`src/rtl/mdma_resp_pkg.sv`:
```
package mdma_resp_pkg;
  typedef enum logic {
    DIR_TO_DEV  = 1'b0,
    DIR_TO_HOST = 1'b1
  } xfer_dir_e;
endpackage

```
`src/rtl/mdma_resp_sync.sv`:
```
module mdma_resp_sync #(
  parameter int N = 3
) (
  input  logic         clk_i,
  input  logic         rst_ni,
  input  logic [N-1:0] async_i,
  output logic [N-1:0] s1_o,
  output logic [N-1:0] s2_o,
  output logic [N-1:0] rise_o,
  output logic [N-1:0] fall_o
);
  for (genvar i = 0; i < N; i++) begin : g_bit
    logic q1, q2, q3;
    // inactive-high lines reset to 1
    always_ff @(posedge clk_i or negedge rst_ni) begin
      if (!rst_ni) begin
        q1 <= 1'b1;
        q2 <= 1'b1;
        q3 <= 1'b1;
      end else begin
        q1 <= async_i[i];
        q2 <= q1;
        q3 <= q2;
      end
    end
    assign s1_o[i]   = q1;
    assign s2_o[i]   = q2;
    assign rise_o[i] = q2 & ~q3;
    assign fall_o[i] = ~q2 & q3;
  end
endmodule

```
`src/rtl/mdma_resp_ctrl.sv`:
```
module mdma_resp_ctrl
  import mdma_resp_pkg::*;
#(
  parameter int CNT_W     = 16,
  parameter int LVL_W     = 8,
  parameter int PAUSE_THR = 4
) (
  input  logic             clk_i,
  input  logic             rst_ni,
  input  logic             start_i,
  input  logic [CNT_W-1:0] words_i,
  input  xfer_dir_e        dir_i,
  input  logic [LVL_W-1:0] room_i,
  input  logic             ack_i,
  input  logic             stb_on_i,
  input  logic             stb_asrt_i,
  input  logic             stb_rel_i,
  output logic             req_o,
  output logic             done_o,
  output xfer_dir_e        dir_o,
  output logic             xfer_o
);
  localparam logic [LVL_W-1:0] THR_LVL  = LVL_W'(PAUSE_THR);
  localparam logic [LVL_W-1:0] PAUSE_AT = LVL_W'(PAUSE_THR + 1);
  localparam logic [CNT_W-1:0] ONE      = CNT_W'(1);

  logic [CNT_W-1:0] cnt_q;
  logic             req_q, done_q;
  xfer_dir_e        dir_q;
  logic             last_word, low_room;

  assign last_word = (cnt_q == ONE);
  assign low_room  = (room_i <= PAUSE_AT);
  assign xfer_o    = ack_i & stb_rel_i & (cnt_q != '0);

  always_ff @(posedge clk_i or negedge rst_ni) begin
    if (!rst_ni) begin
      cnt_q  <= '0;
      req_q  <= 1'b0;
      done_q <= 1'b0;
      dir_q  <= DIR_TO_DEV;
    end else if (start_i) begin
      cnt_q  <= words_i;
      done_q <= (words_i == '0);
      req_q  <= 1'b0;
      dir_q  <= dir_i;
    end else begin
      if (xfer_o) begin
        cnt_q <= cnt_q - ONE;
        if (last_word) done_q <= 1'b1;
      end
      if (req_q) begin
        // drop during the strobe: this strobe carries the burst's final word
        if (ack_i && stb_asrt_i && (last_word || low_room)) req_q <= 1'b0;
      end else if (!done_q && cnt_q != '0 && !ack_i && !stb_on_i && room_i > THR_LVL) begin
        req_q <= 1'b1;
      end
    end
  end

  assign req_o  = req_q;
  assign done_o = done_q;
  assign dir_o  = dir_q;

  assert_done_blocks_req_R6: assert property (@(posedge clk_i) disable iff (!rst_ni)
    done_q |-> !req_q);
  assert_pause_on_low_room_R5: assert property (@(posedge clk_i) disable iff (!rst_ni)
    (req_q && ack_i && stb_asrt_i && low_room && !start_i) |=> !req_q);
  assert_req_held_R8: assert property (@(posedge clk_i) disable iff (!rst_ni)
    (req_q && !stb_asrt_i && !start_i) |=> req_q);
  assert_no_count_without_ack_R9: assert property (@(posedge clk_i) disable iff (!rst_ni)
    (!ack_i && !start_i) |=> (cnt_q == $past(cnt_q)));
endmodule

```
`src/rtl/mdma_resp_datapath.sv`:
```
module mdma_resp_datapath
  import mdma_resp_pkg::*;
#(
  parameter int DATA_W = 16
) (
  input  logic              clk_i,
  input  logic              rst_ni,
  input  logic              ack_i,
  input  xfer_dir_e         dir_i,
  input  logic              xfer_i,
  input  logic              wr_early_on_i,
  input  logic [DATA_W-1:0] dd_i,
  output logic              dd_oe_o,
  output logic [DATA_W-1:0] wr_data_o,
  output logic              wr_push_o,
  output logic              rd_pop_o
);
  logic              oe_q;
  logic [DATA_W-1:0] hold_q;

  always_ff @(posedge clk_i or negedge rst_ni) begin
    if (!rst_ni) begin
      oe_q   <= 1'b0;
      hold_q <= '0;
    end else begin
      oe_q <= ack_i & (dir_i == DIR_TO_HOST);
      // first sync stage still sees the strobe: bus is inside its valid window
      if (wr_early_on_i) hold_q <= dd_i;
    end
  end

  assign dd_oe_o   = oe_q;
  assign wr_data_o = hold_q;
  assign wr_push_o = xfer_i & (dir_i == DIR_TO_DEV);
  assign rd_pop_o  = xfer_i & (dir_i == DIR_TO_HOST);

  assert_release_after_ack_R8: assert property (@(posedge clk_i) disable iff (!rst_ni)
    !ack_i |=> !oe_q);
  assert_pop_push_excl_R3: assert property (@(posedge clk_i) disable iff (!rst_ni)
    !(wr_push_o && rd_pop_o));
  assert_no_move_without_ack_R9: assert property (@(posedge clk_i) disable iff (!rst_ni)
    !ack_i |-> !(wr_push_o || rd_pop_o));
endmodule

```
`src/rtl/mdma_dev_responder.sv`:
```
module mdma_dev_responder
  import mdma_resp_pkg::*;
#(
  parameter int DATA_W    = 16,
  parameter int CNT_W     = 16,
  parameter int LVL_W     = 8,
  parameter int PAUSE_THR = 4
) (
  input  logic              clk_i,
  input  logic              rst_ni,
  input  logic              cmd_start_i,
  input  logic [CNT_W-1:0]  cmd_words_i,
  input  logic              cmd_dir_i,
  input  logic [LVL_W-1:0]  room_i,
  input  logic [DATA_W-1:0] rd_data_i,
  output logic              rd_pop_o,
  output logic [DATA_W-1:0] wr_data_o,
  output logic              wr_push_o,
  output logic              dmarq_o,
  input  logic              dmack_ni,
  input  logic              dior_ni,
  input  logic              diow_ni,
  input  logic [DATA_W-1:0] dd_i,
  output logic [DATA_W-1:0] dd_o,
  output logic              dd_oe_o,
  output logic              done_o
);
  localparam int ACK = 0;
  localparam int RD  = 1;
  localparam int WR  = 2;

  logic [2:0] s1, s2, rise, fall;
  logic       ack, stb_on, stb_asrt, stb_rel, xfer;
  xfer_dir_e  dir;

  mdma_resp_sync #(.N(3)) u_sync (
    .clk_i   (clk_i),
    .rst_ni  (rst_ni),
    .async_i ({diow_ni, dior_ni, dmack_ni}),
    .s1_o    (s1),
    .s2_o    (s2),
    .rise_o  (rise),
    .fall_o  (fall)
  );

  assign ack      = ~s2[ACK];
  assign stb_on   = (dir == DIR_TO_HOST) ? ~s2[RD]  : ~s2[WR];
  assign stb_asrt = (dir == DIR_TO_HOST) ? fall[RD] : fall[WR];
  assign stb_rel  = (dir == DIR_TO_HOST) ? rise[RD] : rise[WR];

  mdma_resp_ctrl #(
    .CNT_W(CNT_W), .LVL_W(LVL_W), .PAUSE_THR(PAUSE_THR)
  ) u_ctrl (
    .clk_i      (clk_i),
    .rst_ni     (rst_ni),
    .start_i    (cmd_start_i),
    .words_i    (cmd_words_i),
    .dir_i      (xfer_dir_e'(cmd_dir_i)),
    .room_i     (room_i),
    .ack_i      (ack),
    .stb_on_i   (stb_on),
    .stb_asrt_i (stb_asrt),
    .stb_rel_i  (stb_rel),
    .req_o      (dmarq_o),
    .done_o     (done_o),
    .dir_o      (dir),
    .xfer_o     (xfer)
  );

  mdma_resp_datapath #(.DATA_W(DATA_W)) u_dp (
    .clk_i         (clk_i),
    .rst_ni        (rst_ni),
    .ack_i         (ack),
    .dir_i         (dir),
    .xfer_i        (xfer),
    .wr_early_on_i (~s1[WR]),
    .dd_i          (dd_i),
    .dd_oe_o       (dd_oe_o),
    .wr_data_o     (wr_data_o),
    .wr_push_o     (wr_push_o),
    .rd_pop_o      (rd_pop_o)
  );

  assign dd_o = rd_data_i;
endmodule

```
`config.mk`:
```
export PLATFORM = sky130hd
export DESIGN_NAME = mdma_dev_responder
export DESIGN_NICKNAME = d
export VERILOG_FILES = /design/src/rtl/mdma_resp_pkg.sv /design/src/rtl/mdma_resp_sync.sv /design/src/rtl/mdma_resp_ctrl.sv /design/src/rtl/mdma_resp_datapath.sv /design/src/rtl/mdma_dev_responder.sv
export SDC_FILE = /design/constraint.sdc
export NUM_CORES = 1
export LEC_CHECK = 0
export CELL_PAD_IN_SITES_DETAIL_PLACEMENT = 1
export CELL_PAD_IN_SITES_GLOBAL_PLACEMENT = 2
export CORE_MARGIN = 2
export CORE_UTILIZATION = 37
export DETAILED_ROUTE_END_ITERATION = 12
export DONT_BUFFER_PORTS = 1
export GPL_ROUTABILITY_DRIVEN = 0
export PLACE_DENSITY = 0.76
export SETUP_SLACK_MARGIN = 0.3
export SYNTH_ARGS = -nofsm -noshare
export SYNTH_HDL_FRONTEND = slang
export SYNTH_SLANG_ARGS = --single-unit
```
`constraint.sdc`:
```
create_clock -name clk_i -period 2.25 [get_ports clk_i]
set_input_delay 0.1125 -clock clk_i [delete_from_list [all_inputs] [get_ports clk_i]]
set_output_delay 0.1125 -clock clk_i [all_outputs]
set_load 0.005 [all_outputs]
```
==> results of run 1 <==
==> routing by layer <==
metal | GRT usage | share of wire | vias to the layer above
met5 | 0 | 0 | -
met2 | 0.3182 | 0.50 | 89
met1 | 0.2150 | 0.39 | 960
met3 | 0.05964 | 0.066 | 30
met4 | 0.08346 | 0.043 | 0
li1 | - | - | 869
==> area by class of cell <==
cell class / count / area (sq um) / area share
clock buffers: 6 / 72.57 / 0.02389
clock inverters: 2 / 60.06 / 0.01977
inverters: 6 / 22.52 / 0.007414
multi-input cells: 139 / 1145 / 0.3769
flip-flops and latches: 44 / 1114 / 0.3666
well taps: 75 / 93.84 / 0.03089
repair buffers: 55 / 530.5 / 0.1746
==> what timing repair did <==
action | 4_1_cts | 5_1_grt
setup buffers | 5 | 8
hold buffers | 35 | 2
gates resized for setup | 8 | 22
endpoints found under the setup margin | 18 | 16
cloned | 1 | 0
pin swaps | 3 | 8
hold endpoints to repair | 77 | 2
==> kinds of logic (layout without fill, tap and decap cells) <==
logic type / Yosys count / count (layout) / synth area share
flops: 44 / 44 / 0.4805
mux: 17 / 17 / 0.08225
compound gates: 45 / 45 / 0.1402
buf+inv: 32 / 69 / 0.08171
fa+ha+maj: 3 / 3 / 0.01624
simple gates: 74 / 74 / 0.1991
==> layout by cell type (no fill, tap or decap), drive strengths merged, types with 2 or more instances in the layout <==
master,n
dlygate4sd3,36
dfrtp,36
nor2,19
buf,19
mux2,16
a31oi,10
nor4,10
or4,10
dfstp,8
o31ai,8
o21ai,7
nand2,6
clkbuf,6
or3,5
inv,5
a21oi,3
o31a,3
nor3,3
nand2b,3
ha,3
nand3,2
nand4,2
or2,2
o22a,2
a21boi,2
bufinv,2
nand4b,2
nor4b,2
o311ai,2
==> stage by stage <==
stage	setup WS [ns]	utilization	power, mW	cells	hold slack, ns
after floorplan	0.3202	-	1.100	215	-0.1831
after global placement	0.2811	0.3807	1.111	268	-0.1813
after detailed placement	0.1299	0.3807	1.125	268	-0.1811
after CTS	0.3029	0.4777	1.940	317	0.002012
after global routing	0.1810	0.5071	2.061	327	0.04190
final	0.2384	0.5071	1.976	327	0.02138
==> sequential cells by signal (all words and copies together), names as in the netlist <==
signal           count
u_dp.wr_data_o      16
u_ctrl.req_o         1
u_ctrl.dir_o         1
u_ctrl.done_o        1
u_sync.g_bit.q1      3
u_ctrl.cnt_q        16
u_sync.g_bit.q3      2
u_sync.g_bit.q2      3
u_dp.dd_oe_o         1
==> where the power goes <==
group / switching (mW) / internal (mW)
clock: 0.282 / 0.444
combinational: 0.129 / 0.165
sequential: 0.0901 / 0.866
total: 0.501 / 1.47
==> path summary, 6_finish.rpt <==
| check | from | end | slack, ns | cells past startpoint |
|---|---|---|---|---|
| min reg2reg | u_sync.g_bit[0].q1 | u_sync.g_bit[0].q2 | 0.36 | 0 |
| max | u_ctrl.cnt_q[0] | u_ctrl.cnt_q[10] | 0.24 | 7 |
| min in group asynchronous | rst_ni | u_dp.dd_oe_o | 0.32 | 2 |
| max reg2reg | u_ctrl.cnt_q[0] | u_ctrl.cnt_q[10] | 0.24 | 7 |
| min | cmd_words_i[5] | u_ctrl.cnt_q[5] | 0.02 | 2 |
| max in group asynchronous | rst_ni | u_sync.g_bit[2].q1 | 1.66 | 2 |
==> critical path: stages (launching register included) <==
cell,delay (ns)
dfrtp_1,0.42
inv_2,0.10
ha_4,0.14
or4b_4,0.48
o311ai_4,0.30
buf_6,0.19
nor4_2,0.04
o31a_1,0.24
==> impl_metrics.json, run 1 <==
{
  "outcome": "complete, no violations",
  "synthCells": 215,
  "grt_pass1_vias": 2056,
  "grt_pass1_wl_um": 10440,
  "fin_skew_ns": 0.005952,
  "vias": 1948,
  "tns_ns": 0,
  "chipWidth_um": 83.05,
  "drt_wl_total_um": 6812,
  "slew-limit-headroom": 0.6405,
  "endpoint_kind": "flip-flop",
  "antenna_found_initial": 0,
  "io_pins": 100,
  "io_buffers": 0,
  "min_path_type": "in2reg",
  "dpl_cell_area_sq_um": 2281,
  "remaining_drc_errors": 0,
  "ys_top_cells_by_area": "dfrtp_1, dfstp_2, mux2_2",
  "syn2layout_area_growth_pct": 31.39,
  "fillCellCount": 628,
  "synth_top_cell_area_share": 0.3896,
  "p_leak_nw": 1.159,
  "synth_seq_area_share": 0.4805,
  "rows": 28,
  "setup_viol": 0,
  "clk_pin_slew_ns": 0.08,
  "yosys_register_bits": 44,
  "via_per_inst": 5.957,
  "synth_most_common_cell": "dfrtp_1",
  "yosys_warnings": 0,
  "syn-cell-area_sq_um": 2312,
  "synthArstFlopShare": 1.000,
  "hpwl_um": 4085,
  "dr.pass1.iters": 4,
  "die_area_sq_um": 6897,
  "num_antenna_cells": 0,
  "avgRoutedWirePerCell_um": 20.83,
  "fp.dieH_um": 83.05,
  "ctsRootBufferMaster": "clkbuf_8",
  "layout.nets": 317,
  "yosys.area.top_type": "dfrtp_1",
  "synth_commonest_cells": "dfrtp_1, nor2_1, buf_4, mux2_2",
  "cts_max_level": 2,
  "cp_max_fo": 6,
  "drtAntennaViolNets": 0,
  "synth_top_flop_cell": "dfrtp_1",
  "synth.distinct_cells": 52,
  "drt_iter0_drc": 105,
  "power-per-cell-area_nw_per_um2": 650.3,
  "fmax_mhz": 497.1,
  "vdd_ir_drop_max_v": 0.0003301,
  "syn_nets": 281,
  "synth_edf_count": 0,
  "worst_slew_pin_slew_ns": 0.5359,
  "grt_max_degree": 45,
  "path_class": "reg2reg",
  "clockBufferDepth": 2,
  "drv_slew": 0,
  "arrival_ns": 2.21,
  "numCtsBuffers": 5,
  "clkSinkCount": 44,
  "finalCritPeriodShare": 0.8941,
  "initial_utilization": 0.3860,
  "cp-start-kind": "flip-flop",
  "worstPathRequired_ns": 2.44,
  "maxCapViolations": 0,
  "final_area_sq_um": 3038,
  "syn_avg_cell_area_sq_um": 10.75,
  "period_needed_ns": 2.012,
  "drive_above_1_share": 0.3175,
  "core_sq_um": 5991,
  "hold_violations": 0,
  "clk_latency_ns": 0.31,
  "rsz0062_at_grt": "true",
  "tritoncts": "built",
  "grt-ovfl-total": 0,
  "grt.total_usage": 0.1872
}
No activity file was read; power rests on OpenSTA's default activity.
==> run 2, diff against run 1 <==
--- a/config.mk
+++ b/config.mk
@@ -12,7 +12,7 @@
 export DETAILED_ROUTE_END_ITERATION = 12
 export DONT_BUFFER_PORTS = 1
 export GPL_ROUTABILITY_DRIVEN = 0
-export PLACE_DENSITY = 0.76
+export PLACE_DENSITY = 0.85
 export SETUP_SLACK_MARGIN = 0.3
 export SYNTH_ARGS = -nofsm -noshare
 export SYNTH_HDL_FRONTEND = slang
==> impl_metrics.json, run 2 (synthesized netlist as in run 1, its figures left out) <==
{
  "avgRoutedWirePerCell_um": 20.03,
  "arrival_ns": 2.14,
  "syn2layout_area_growth_pct": 29.06,
  "pre_cts_ws_ns": 0.1883,
  "clk_pin_slew_ns": 0.10,
  "fp.dieH_um": 83.05,
  "dpl_cell_area_sq_um": 2296,
  "rows": 28,
  "dp_cells": 270,
  "fillCellCount": 627,
  "power-per-cell-area_nw_per_um2": 635.4,
  "p_leak_nw": 1.153,
  "drt_iter0_drc": 66,
  "final_common_cell": "dlygate4sd3_1",
  "maxCapViolations": 0,
  "layout.nets": 318,
  "via_per_inst": 5.762,
  "finalCritPeriodShare": 0.8576,
  "holdWs_ns": 0.01182,
  "endpoint_kind": "flip-flop",
  "rr_worst_depth": 7,
  "initial_utilization": 0.3860,
  "cts_max_level": 2,
  "power_mw": 1.896,
  "clk_latency_ns": 0.31,
  "dr.pass1.iters": 4,
  "die_area_sq_um": 6897,
  "final_cells": 328,
  "clockBufferDepth": 2,
  "grt_pass1_wl_um": 10450,
  "grt-ovfl-total": 0,
  "min_path_type": "in2reg",
  "min_path_cells": 2,
  "period_needed_ns": 1.930,
  "grt_pass1_vias": 2041,
  "rsz0062_at_grt": "true",
  "io_buffers": 0,
  "slowest_stage": "or4b_4",
  "worstPathRequired_ns": 2.46,
  "fmax_mhz": 518.2,
  "antenna_found_initial": 0,
  "fin_util": 0.4981,
  "drtAntennaViolNets": 0,
  "cp-start-kind": "flip-flop",
  "slowest_delay_ns": 0.48,
  "chipWidth_um": 83.05,
  "drive_above_1_share": 0.2885,
  "setup_viol": 0,
  "io_pins": 100,
  "layout_common_cells": "dlygate4sd3_1, dfrtp_1, nor2_1",
  "vias": 1890,
  "clkSinkCount": 44,
  "num_antenna_cells": 0,
  "final_area_sq_um": 2984,
  "ctsRootBufferMaster": "clkbuf_8",
  "hold_violations": 0,
  "crit_chain": "inv_2 > ha_4 > or4b_4 > o311ai_4 > buf_6 > nor4_1 > o31a_1",
  "hpwl_um": 4009,
  "drv_slew": 0,
  "tns_ns": 0,
  "core_sq_um": 5991,
  "drt_wl_total_um": 6570,
  "outcome": "complete, no violations",
  "grt.total_usage": 0.1907,
  "vdd_ir_drop_max_v": 0.0004267,
  "fin_skew_ns": 0.01292,
  "tritoncts": "built",
  "worst_slew_pin_slew_ns": 0.5497,
  "remaining_drc_errors": 0,
  "path_class": "reg2reg",
  "grt_max_degree": 45,
  "timing.final.ws_setup_ns": 0.3204,
  "numCtsBuffers": 5,
  "slew-limit-headroom": 0.6301,
  "cp_max_fo": 6
}
## run 2: cell types whose count changed in the layout (fill, tap and decap cells not counted), moves of 2 or more
cell,before,now
a31oi_1,8,10
a31oi_2,2,0
buf_4,16,18
o31ai_2,2,0
o31ai_1,6,8
## run 2: final timing paths
kind / startpoint / to / slack, ns
worst max-delay path: u_ctrl.cnt_q[0] / u_ctrl.cnt_q[10] / 0.32
worst min-delay path: cmd_words_i[5] / u_ctrl.cnt_q[5] / 0.01
worst max register to register: u_ctrl.cnt_q[0] / u_ctrl.cnt_q[10] / 0.32
worst min register to register: u_sync.g_bit[1].q1 / u_sync.g_bit[1].q2 / 0.36
max in group asynchronous: rst_ni / u_sync.g_bit[0].q2 / 1.66
min in group asynchronous: rst_ni / u_ctrl.cnt_q[11] / 0.29
## run 2: layer usage
layer / vias to the layer above / track usage / part of all wire
li1: 866 / - / -
met1: 942 / 0.2332 / 0.42
met2: 71 / 0.3123 / 0.49
met3: 11 / 0.06461 / 0.076
met4: 0 / 0.07004 / 0.019
met5: - / 0 / 0
## run 2: timing repair
| item | CTS | global route |
|---|---|---|
| hold endpoints to repair | 79 | 0 |
| gates cloned | 1 | 0 |
| resized for setup | 10 | 12 |
| hold buffers | 36 | 0 |
| buffers inserted | 7 | 6 |
| pin swaps | 2 | 10 |
| setup endpoints to repair | 13 | 16 |
## run 2: layout make-up
| cell class | instances | area [sq um] | area share |
|---|---|---|---|
| sequential | 44 | 1114 | 0.3732 |
| tap | 75 | 93.84 | 0.03145 |
| clock inverter | 2 | 38.79 | 0.01300 |
| timing repair buffer | 56 | 535.5 | 0.1795 |
| multi-input combinational | 139 | 1097 | 0.3677 |
| clock buffer | 6 | 82.58 | 0.02767 |
| inverter | 6 | 22.52 | 0.007547 |
## run 2: worst max-delay path: cells and delay by family, from the launching register on
| kind | cells | cell delay, ns |
|---|---|---|
| and+or+nand+nor | 2 | 0.53 |
| buffers and inverters | 2 | 0.26 |
| adders and majority gates | 1 | 0.13 |
| DFF | 1 | 0.41 |
| AOI/OAI and AO/OA | 2 | 0.52 |
## run 2: report_power, final
part / total (mW) / leakage, nW / switching (mW) / internal, mW
logic: 0.277 / 0.591 / 0.118 / 0.159
clock network: 0.664 / 0.0614 / 0.300 / 0.364
registers: 0.955 / 0.501 / 0.0893 / 0.866
total: 1.90 / 1.15 / 0.508 / 1.39
==> run 3, diff against run 2 <==
--- a/config.mk
+++ b/config.mk
@@ -12,6 +12,7 @@
 export DETAILED_ROUTE_END_ITERATION = 12
 export DONT_BUFFER_PORTS = 1
 export GPL_ROUTABILITY_DRIVEN = 0
+export MAX_ROUTING_LAYER = met4
 export PLACE_DENSITY = 0.85
 export SETUP_SLACK_MARGIN = 0.3
 export SYNTH_ARGS = -nofsm -noshare
==> impl_metrics.json, run 3 (synthesized netlist as in run 1, its figures left out) <==
{
  "outcome": "complete, no violations",
  "grt_pass1_wl_um": 10450,
  "r2r_end": "u_ctrl.cnt_q[10]",
  "io_buffers": 0,
  "chipWidth_um": 83.05,
  "rr_worst_depth": 7,
  "setup_viol": 0,
  "core_sq_um": 5991,
  "path_depth": 7,
  "layout_common_cells": "dlygate4sd3_1, dfrtp_1, nor2_1",
  "fmax_mhz": 511.7,
  "syn2layout_area_growth_pct": 29.06,
  "final_common_cell": "dlygate4sd3_1",
  "slew-limit-headroom": 0.5898,
  "drv_slew": 0,
  "avgRoutedWirePerCell_um": 20.77,
  "power-per-cell-area_nw_per_um2": 634.6,
  "dr.pass1.iters": 4,
  "vias": 1897,
  "cp.buffers_inverters": 2,
  "clk_latency_ns": 0.31,
  "remaining_drc_errors": 0,
  "cts_max_level": 2,
  "drt_wl_total_um": 6813,
  "grt.total_usage": 0.1966,
  "antenna_found_initial": 0,
  "endpoint_kind": "output pin",
  "slowest_delay_ns": 0.41,
  "worstPathRequired_ns": 2.14,
  "holdWs_ns": 0.01530,
  "power_mw": 1.894,
  "rsz0062_at_grt": "true",
  "cp-start-kind": "flip-flop",
  "grt_pass1_vias": 2044,
  "io_pins": 100,
  "internal-power_mw": 1.389,
  "path_class": "reg2out",
  "hpwl_um": 4009,
  "via_per_inst": 5.784,
  "ff2ff_setup_slack_ns": 0.32,
  "timing.final.ws_setup_ns": 0.2956,
  "period_needed_ns": 1.954,
  "tritoncts": "built",
  "fin_skew_ns": 0.01157,
  "ctsRootBufferMaster": "clkbuf_8",
  "worstReg2RegStart": "u_ctrl.cnt_q[0]",
  "clockPowerShare": 0.348,
  "drive_above_1_share": 0.2885,
  "min_path_cells": 3,
  "clk_pin_slew_ns": 0.09,
  "pre_cts_ws_ns": 0.1883,
  "tns_ns": 0,
  "num_antenna_cells": 0,
  "initial_utilization": 0.3860,
  "layout.nets": 318,
  "register_area_sq_um": 1114,
  "grt-ovfl-total": 0,
  "p_switching_uw": 505.1,
  "netSwitchingFraction": 0.2667,
  "drtAntennaViolNets": 0,
  "clkSinkCount": 44,
  "cp_max_fo": 3,
  "hp-start": "cmd_start_i",
  "fillCellCount": 632,
  "p_leak_nw": 1.153,
  "slowest_stage": "dfrtp_1",
  "maxCapViolations": 0,
  "worstHoldEndpoint": "u_ctrl.cnt_q[6]",
  "die_area_sq_um": 6897,
  "fp.dieH_um": 83.05,
  "grt_max_degree": 45,
  "clockBufferDepth": 2,
  "numCtsBuffers": 5,
  "finalCritPeriodShare": 0.8686,
  "rows": 28,
  "crit_chain": "inv_2 > ha_4 > nor4b_2 > buf_4 > nand4_1 > nand2b_4 > nor2_1",
  "hold_violations": 0,
  "vdd_ir_drop_max_v": 0.0004271,
  "seqPwrFrac": 0.505,
  "min_path_type": "in2reg",
  "drt_iter0_drc": 66,
  "pwr-share-comb": 0.147,
  "cp_top_family": "simple AND/OR/NAND/NOR gates",
  "arrival_ns": 1.84,
  "multiInputGateArea_sq_um": 1097,
  "worst_slew_pin_slew_ns": 0.6096
}
-- run 3: metrics by stage --
stage / instance area (sq um) / utilization / instances
after detailed placement: 2296 / 0.3833 / 270
after global routing: 2984 / 0.4981 / 328
after floorplan: 2326 / - / 215
after CTS: 2900 / 0.4841 / 322
after global placement: 2296 / 0.3833 / 270
final: 2984 / 0.4981 / 328
-- run 3: power groups by stage --
stage	sequential (mW)	clock (mW)	combinational, mW
2_1_floorplan	0.932	0	0.168
3_3_place_gp	0.960	0	0.156
3_5_place_dp	0.964	0	0.161
4_1_cts	0.951	0.672	0.254
5_1_grt	0.967	0.703	0.307
6_report	0.956	0.659	0.279
-- run 3: how the worst max path moves through the flow --
| stage | startpoint | end | slack (ns) |
|---|---|---|---|
| final | u_ctrl.cnt_q[0] | wr_push_o | 0.30 |
| after global routing | u_ctrl.cnt_q[1] | wr_push_o | 0.20 |
| after CTS | u_ctrl.cnt_q[10] | u_ctrl.cnt_q[10] | 0.29 |
| after detailed placement | u_ctrl.cnt_q[1] | u_ctrl.cnt_q[10] | 0.19 |
| after global placement | u_ctrl.cnt_q[0] | u_ctrl.cnt_q[10] | 0.26 |
| after floorplan | u_ctrl.cnt_q[0] | u_ctrl.cnt_q[10] | 0.32 |
-- run 3: cell type report --
cell class              count  share of cell area
flip-flops and latches     44              0.3732
multi-input cells         139              0.3677
repair buffers             56              0.1795
well taps                  75             0.03145
clock buffers               6             0.02767
clock inverters             2             0.01300
inverters                   6            0.007547
-- run 3: tightest hold or removal path, delay by kind of cell --
kind	cells	cell delay, ns
simple gates	3	0.17
-- run 3: repair_timing --
| action | in CTS | in global routing |
|---|---|---|
| hold endpoints to repair | 79 | 0 |
| setup buffers | 7 | 6 |
| cloned | 1 | 0 |
| pin swaps | 2 | 10 |
| endpoints found under the setup margin | 13 | 16 |
| hold buffers | 36 | 0 |
| resized for setup | 10 | 12 |
-- run 3: per-layer routing --
metal / vias to the layer above / GRT usage / wire length, um
li1: 869 / - / -
met1: 936 / 0.2402 / 2788
met2: 79 / 0.3123 / 3390
met3: 13 / 0.05567 / 487
met4: 0 / 0.07004 / 146
met5: - / - / 0
